==> config.mk <==
export PLATFORM = sky130hd
export DESIGN_NAME = shift_add_mult
export DESIGN_NICKNAME = d
export VERILOG_FILES = /design/src/rtl/mul_pkg.sv /design/src/rtl/mul_ctrl.sv /design/src/rtl/mul_datapath.sv /design/src/rtl/shift_add_mult.sv
export SDC_FILE = /design/constraint.sdc
export NUM_CORES = 1
export LEC_CHECK = 0
export BUFFER_PORTS_ARGS = -buffer_cell sky130_fd_sc_hd__buf_2
export CAP_MARGIN = 20
export CORE_MARGIN = 4
export CORE_UTILIZATION = 39
export DETAILED_ROUTE_END_ITERATION = 8
export GPL_TIMING_DRIVEN = 0
export PLACE_DENSITY_LB_ADDON = 0.1
export SLEW_MARGIN = 20
export SYNTH_ARGS = -nofsm -noshare
export SYNTH_HDL_FRONTEND = slang
export SYNTH_SLANG_ARGS = --single-unit
==> constraint.sdc <==
create_clock -name clk -period 2.22 [get_ports clk]
set_input_delay 0.333 -clock clk [delete_from_list [all_inputs] [get_ports clk]]
set_output_delay 0.333 -clock clk [all_outputs]
set_load 0.01 [all_outputs]
==> src/rtl/mul_pkg.sv <==
package mul_pkg;

    typedef enum logic [2:0] {
        ST_IDLE   = 3'd0,
        ST_DECIDE = 3'd1,
        ST_SHIFT  = 3'd2,
        ST_SHADD  = 3'd3,
        ST_FIN    = 3'd4
    } mul_state_e;

    typedef struct packed {
        logic ld_a;
        logic sh_a;
        logic ld_b;
        logic sh_b;
        logic add_sel;
        logic ld_p;
        logic done;
    } mul_ctl_t;

    localparam mul_ctl_t CTL_NONE = '0;

    function automatic mul_ctl_t ctl_for(mul_state_e s);
        mul_ctl_t c;
        c = CTL_NONE;
        case (s)
            ST_IDLE: begin
                c.ld_a = 1'b1;
                c.ld_b = 1'b1;
                c.ld_p = 1'b1;
            end
            ST_SHIFT: begin
                c.sh_a = 1'b1;
                c.sh_b = 1'b1;
            end
            ST_SHADD: begin
                c.sh_a    = 1'b1;
                c.sh_b    = 1'b1;
                c.ld_p    = 1'b1;
                c.add_sel = 1'b1;
            end
            ST_FIN:  c.done = 1'b1;
            default: c = CTL_NONE;
        endcase
        return c;
    endfunction

    function automatic mul_state_e next_for(mul_state_e s, logic go,
                                            logic b_zero, logic b_lsb);
        mul_state_e n;
        case (s)
            ST_IDLE:   n = go ? ST_DECIDE : ST_IDLE;
            ST_DECIDE: n = b_zero ? ST_FIN : (b_lsb ? ST_SHADD : ST_SHIFT);
            ST_SHIFT:  n = ST_DECIDE;
            ST_SHADD:  n = ST_DECIDE;
            ST_FIN:    n = go ? ST_FIN : ST_IDLE;
            default:   n = ST_IDLE;
        endcase
        return n;
    endfunction

endpackage

==> src/rtl/mul_ctrl.sv <==
module mul_ctrl
    import mul_pkg::*;
(
    input  logic     clk,
    input  logic     rst,
    input  logic     start,
    input  logic     b_zero,
    input  logic     b_lsb,
    output mul_ctl_t ctl
);

    mul_state_e state_q;
    mul_state_e state_d;

    always_comb begin
        state_d = next_for(state_q, start, b_zero, b_lsb);
        ctl     = ctl_for(state_q);
    end

    always_ff @(posedge clk) begin
        if (rst) state_q <= ST_IDLE;
        else     state_q <= state_d;
    end

    // reset forces the idle state
    a_r1_reset_idle: assert property (@(posedge clk)
        rst |=> (state_q == ST_IDLE));

    // every step is followed by a decision cycle
    a_r3_step_to_decide: assert property (@(posedge clk) disable iff (rst)
        (state_q == ST_SHIFT || state_q == ST_SHADD) |=> (state_q == ST_DECIDE));

    // an empty multiplier at a decision ends the run
    a_r5_zero_finishes: assert property (@(posedge clk) disable iff (rst)
        (state_q == ST_DECIDE && b_zero) |=> ctl.done);

    // the result flag holds while start stays high
    a_r7_done_hold: assert property (@(posedge clk) disable iff (rst)
        (ctl.done && start) |=> ctl.done);

    // the result flag drops once start is low
    a_r7_done_release: assert property (@(posedge clk) disable iff (rst)
        (ctl.done && !start) |=> !ctl.done);

endmodule

==> src/rtl/mul_datapath.sv <==
module mul_datapath
    import mul_pkg::*;
#(
    parameter int W = 8
) (
    input  logic          clk,
    input  logic          rst,
    input  logic [W-1:0]  x_i,
    input  logic [W-1:0]  y_i,
    input  mul_ctl_t      ctl,
    output logic          b_zero,
    output logic          b_lsb,
    output logic [2*W-1:0] p_o
);

    localparam int PW = 2 * W;

    logic [PW-1:0] a_q;
    logic [W-1:0]  b_q;
    logic [PW-1:0] p_q;
    logic [PW-1:0] p_next;

    // adder-or-zero unit in front of the accumulator
    always_comb begin
        p_next = ctl.add_sel ? (p_q + a_q) : '0;
    end

    always_ff @(posedge clk) begin
        if (rst) begin
            a_q <= '0;
        end else if (ctl.ld_a) begin
            a_q <= {{W{1'b0}}, x_i};
        end else if (ctl.sh_a) begin
            a_q <= a_q << 1;
        end
    end

    always_ff @(posedge clk) begin
        if (rst) begin
            b_q <= '0;
        end else if (ctl.ld_b) begin
            b_q <= y_i;
        end else if (ctl.sh_b) begin
            b_q <= b_q >> 1;
        end
    end

    always_ff @(posedge clk) begin
        if (rst) begin
            p_q <= '0;
        end else if (ctl.ld_p) begin
            p_q <= p_next;
        end
    end

    assign b_zero = (b_q == '0);
    assign b_lsb  = b_q[0];
    assign p_o    = p_q;

    logic [PW-1:0] invariant_w;
    assign invariant_w = p_q + a_q * {{W{1'b0}}, b_q};

    // each step keeps P + A*B unchanged
    a_r4_step_invariant: assert property (@(posedge clk) disable iff (rst)
        (ctl.sh_a && ctl.sh_b) |=> (invariant_w == $past(invariant_w)));

    // idle load captures operands and clears the accumulator
    a_r2_idle_load: assert property (@(posedge clk) disable iff (rst)
        (ctl.ld_a && ctl.ld_b && ctl.ld_p && !ctl.add_sel) |=>
        (p_q == '0 && b_q == $past(y_i) && a_q == {{W{1'b0}}, $past(x_i)}));

endmodule

==> src/rtl/shift_add_mult.sv <==
module shift_add_mult
    import mul_pkg::*;
#(
    parameter int W = 8
) (
    input  logic           clk,
    input  logic           rst,
    input  logic           start,
    input  logic [W-1:0]   x_in,
    input  logic [W-1:0]   y_in,
    output logic [2*W-1:0] product,
    output logic           done
);

    mul_ctl_t ctl;
    logic     b_zero;
    logic     b_lsb;

    mul_ctrl u_ctrl (
        .clk    (clk),
        .rst    (rst),
        .start  (start),
        .b_zero (b_zero),
        .b_lsb  (b_lsb),
        .ctl    (ctl)
    );

    mul_datapath #(.W(W)) u_dp (
        .clk    (clk),
        .rst    (rst),
        .x_i    (x_in),
        .y_i    (y_in),
        .ctl    (ctl),
        .b_zero (b_zero),
        .b_lsb  (b_lsb),
        .p_o    (product)
    );

    assign done = ctl.done;

    // a finished product is stable while the flag stays high
    a_r7_product_stable: assert property (@(posedge clk) disable iff (rst)
        (done && $past(done)) |-> $stable(product));

endmodule

==> metrics.md <==
| Metric | Value |
|---|---|
| Area inside the core boundary | `around 6000 µm²` |
| Ys flop type | `sky130_fd_sc_hd__dfxtp_1` |
| Count of state elements after synthesis | `43` |
| Max capacitance violation total | `0` |
| FFs w/ async S/R, synth | `0%` |
| Antenna violations before repair | `0` |
| Die outline area | `7570 µm²` |
| Number of nets at the end of the flow | `373` |
| Crit path max fanout | `4` |
| HPWL after DPL | `4.49 mm` |
| Clock sink count | `43` |
| Post-synthesis cell area | `approximately 2400 µm²` |
| Detailed Route WL | `around 6.2 mm` |
| Setup violation total in the final timing report | `0` |
| Max transition margin | `roughly 50%` |
| Data arrival, critical path | `2.35 ns` |
| Worst slack after detailed placement | `-0.225 ns` |
| TritonCTS buffer count | `5` |
| Worst setup SP type | `flop` |
| Type of the worst min-delay path | `primary input to flop` |
| Reported leakage power | `roughly 1.2 nW` |
| Count of final hold-check violations | `0` |
| Cell taking the most area after synthesis | `sky130_fd_sc_hd__dfxtp_1` |
| DRC violations left | `0` |
| Outcome | `finished clean` |
| Post-synthesis area per instance | `approximately 8.3 µm²` |
| Critical register-to-register path endpoint | `u_dp.p_o[14]$_SDFFE_PP0P_` |
| Clk slew on worst S/H paths | `0.09 ns` |
| Unrepaired setup endpoints after global routing | `true` |
| Rows | `28` |
| Skew final | `0.00753 ns` |
| Number of port buffers | `35` |
| Ratio of cells with drive above 1 in the final layout | `23.9%` |
| H-tree levels | `2` |
| Worst Hold Depth | `3` |
| Required time of the critical path | `2.42 ns` |
| Number of warning messages in the yosys log | `0` |
| Area of placed instances | `2700 µm²` |
| Ports placed on the boundary | `36` |
| Latest clock arrival within the worst-skew pair | `0.30 ns` |
| Average wire length per cell after detail routing | `15.0 µm` |
| Count of flip-flops with a built-in enable after synthesis | `0` |
| ANT cells | `0` |
| Shortest clock period the worst path allows after layout | `2.15 ns` |
| Overall overflow remaining after global route | `0` |
| Combined global-route utilization of all metal layers | `16.9%` |
| Pwr/cell area | `595 nW/µm²` |
| Largest net degree at the start of global routing | `15` |
| Beginning of the worst hold path | `x_in[0]` |
| Clock tree from TritonCTS | `done` |
| Master cell of the clock root buffer | `sky130_fd_sc_hd__clkbuf_8` |
| Area share of the largest cell type after synthesis | `35.4%` |
| Vias in the first global route | `approximately 2100` |
| Routed vias | `2279` |
| Reg-to-reg critical path startpoint | `u_dp.a_q[0]$_SDFFE_PP0P_` |
| Clk buf depth | `2` |
| Vias per cell | `roughly 5.5` |
| Final setup slack of the worst path | `0.0669 ns` |
| Leading post-synthesis cells by cell area | `sky130_fd_sc_hd__dfxtp_1, sky130_fd_sc_hd__a21oi_1, sky130_fd_sc_hd__ha_1` |
| Starting utilization of the core area | `40.6%` |
| Highest clock frequency the design can meet | `464 MHz` |
| Share of the core filled with cells in the final layout | `roughly 49%` |
| R2R depth | `9` |
| Antenna violation net count after detailed routing | `0` |
| First-pass GRT wire length | `10.1 mm` |
| Layout Area Growth over Synthesis | `20.6%` |
| Max Transition Viols Final | `0` |
| Total power consumption of the routed design | `1.75 mW` |
| RePlAce Congestion | `0.821` |
| Total nets after synthesis | `327` |
| Classification of the worst setup path | `flop to flop` |
| Height of the die | `87.0 µm` |
| Period utilization | `97.0%` |
| Instance count of the mapped netlist | `292` |
| Distinct cell type count of the synthesized netlist | `54` |
| Die boundary width | `87.0 µm` |
| Endpoint, Worst Hold | `u_dp.a_q[0]$_SDFFE_PP0P_` |
| Register area share after synthesis | `between 30 and 40%` |
| Final instance area | `2930 µm²` |
| DRT iter0 DRCs | `83` |
| Hold buffer count at CTS | `0` |
| Top cells by count, synth | `sky130_fd_sc_hd__dfxtp_1, sky130_fd_sc_hd__nand2_1, sky130_fd_sc_hd__a21oi_1` |
| Detailed Routing Iterations Pass 1 | `4` |
| Transition time of the tightest slew-check pin | `roughly 0.72 ns` |
| Worst R2R Setup Slack | `~0.067 ns` |
| CP Capture Type | `flop` |
| Number of fill cells in the layout | `between 600 and 700` |
| Peak supply drop | `0.000378 V` |
## state kept, by name, indices dropped and copies added (netlist names)
name / cells
u_dp.a_q: 16
u_dp.p_o: 16
u_dp.b_q: 8
u_ctrl.state_q: 3
## where the power goes
group,internal (mW),leakage (nW),switching (mW)
Combinational,0.103,0.799,0.179
Clock,0.335,0.0581,0.292
Sequential,0.807,0.354,0.0293
Total,1.25,1.21,0.500
## stage by stage
| stage | setup TNS (ns) | hold slack [ns] | std cells |
|---|---|---|---|
| floorplan | 0 | 0.443 | 292 |
| global placement | -0.662 | 0.458 | 402 |
| detailed placement | -0.688 | 0.462 | 402 |
| CTS | 0 | 0.243 | 411 |
| global route | -0.0203 | 0.278 | 414 |
| finish | 0 | 0.249 | 414 |
## cell families (layout without fill, tap and decap cells)
kind of cell             count (synthesis)  after routing  share of synthesized area, %
AND/OR/NAND/NOR                         91             91                          17.1
adder cells (fa/ha/maj)                 16             16                          8.53
flip-flops                              43             43                          35.4
XOR/XNOR                                11             11                          3.96
AO/OA/AOI/OAI                          106            106                          29.6
multiplexers                             1              1                         0.411
buffers and inverters                   24             71                          5.09
## routing by layer
layer | part of all wire, % | global-route usage [%]
met5 | 0 | 0
met4 | 1.6 | 6.52
met3 | 4.7 | 3.22
met2 | 48 | 27.6
met1 | 46 | 22.1
## how the worst max path moves through the flow
stage | startpoint | to | slack [ns] | cells after the start
global route | u_dp.a_q[0]$_SDFFE_PP0P_ | u_dp.p_o[14]$_SDFFE_PP0P_ | -0.02 | 9
detailed placement | u_dp.a_q[0]$_SDFFE_PP0P_ | u_dp.p_o[12]$_SDFFE_PP0P_ | -0.22 | 9
CTS | u_dp.p_o[1]$_SDFFE_PP0P_ | u_dp.p_o[15]$_SDFFE_PP0P_ | 0.009 | 7
global placement | u_dp.a_q[0]$_SDFFE_PP0P_ | u_dp.p_o[12]$_SDFFE_PP0P_ | -0.22 | 9
floorplan | u_dp.p_o[0]$_SDFFE_PP0P_ | u_dp.p_o[12]$_SDFFE_PP0P_ | 0.03 | 9
finish | u_dp.a_q[0]$_SDFFE_PP0P_ | u_dp.p_o[14]$_SDFFE_PP0P_ | 0.07 | 9
## final cells by class
| cell class | instances | area, µm² | share of cell area, % |
|---|---|---|---|
| clock buffer | 5 | 68.8 | 2.35 |
| clock inverter | 3 | 43.8 | 1.49 |
| tap | 75 | 93.8 | 3.20 |
| timing repair buffer | 39 | 205 | 6.99 |
| sequential | 43 | 875 | 29.8 |
| multi-input combinational | 225 | 1520 | 51.9 |
| inverter | 6 | 22.5 | 0.768 |
| buffer | 18 | 101 | 3.45 |
## cell usage in the layout (no fill, tap or decap), types with 2 or more instances in the layout
master	instances
sky130_fd_sc_hd__nor2b_1	5
sky130_fd_sc_hd__dfxtp_4	2
sky130_fd_sc_hd__nand3_1	3
sky130_fd_sc_hd__or4_1	2
sky130_fd_sc_hd__nand2_1	43
sky130_fd_sc_hd__ha_1	13
sky130_fd_sc_hd__inv_1	4
sky130_fd_sc_hd__o21ai_0	9
sky130_fd_sc_hd__o211ai_1	3
sky130_fd_sc_hd__a22o_1	10
sky130_fd_sc_hd__xor2_1	5
sky130_fd_sc_hd__ha_4	2
sky130_fd_sc_hd__dfxtp_2	5
sky130_fd_sc_hd__dfxtp_1	36
sky130_fd_sc_hd__xnor2_1	6
sky130_fd_sc_hd__a21oi_4	2
sky130_fd_sc_hd__buf_4	4
sky130_fd_sc_hd__buf_2	39
sky130_fd_sc_hd__clkbuf_1	11
sky130_fd_sc_hd__a21o_1	3
sky130_fd_sc_hd__a311oi_1	2
sky130_fd_sc_hd__a21oi_1	37
sky130_fd_sc_hd__a22oi_1	19
sky130_fd_sc_hd__a211oi_1	2
sky130_fd_sc_hd__clkbuf_8	6
sky130_fd_sc_hd__o21ai_1	2
sky130_fd_sc_hd__nor2_1	19
sky130_fd_sc_hd__o22ai_1	2
sky130_fd_sc_hd__nor3_1	7
## timing repair
action                     in CTS  in global routing
setup endpoints to repair       4                  4
resized for setup               8                 14
pin swaps                       2                 11
buffers inserted                1                  3
## critical path, stage by stage (launching register included)
cell and delay [ns]:
sky130_fd_sc_hd__dfxtp_4 0.37, sky130_fd_sc_hd__ha_4 0.14, sky130_fd_sc_hd__inv_2 0.04, sky130_fd_sc_hd__fa_2 0.37
sky130_fd_sc_hd__nor2b_2 0.13, sky130_fd_sc_hd__o211ai_1 0.16, sky130_fd_sc_hd__a31oi_4 0.29, sky130_fd_sc_hd__a41oi_2 0.17
sky130_fd_sc_hd__xnor2_1 0.17, sky130_fd_sc_hd__a22o_1 0.19
Note: power is estimated with default switching activity, not from simulation.
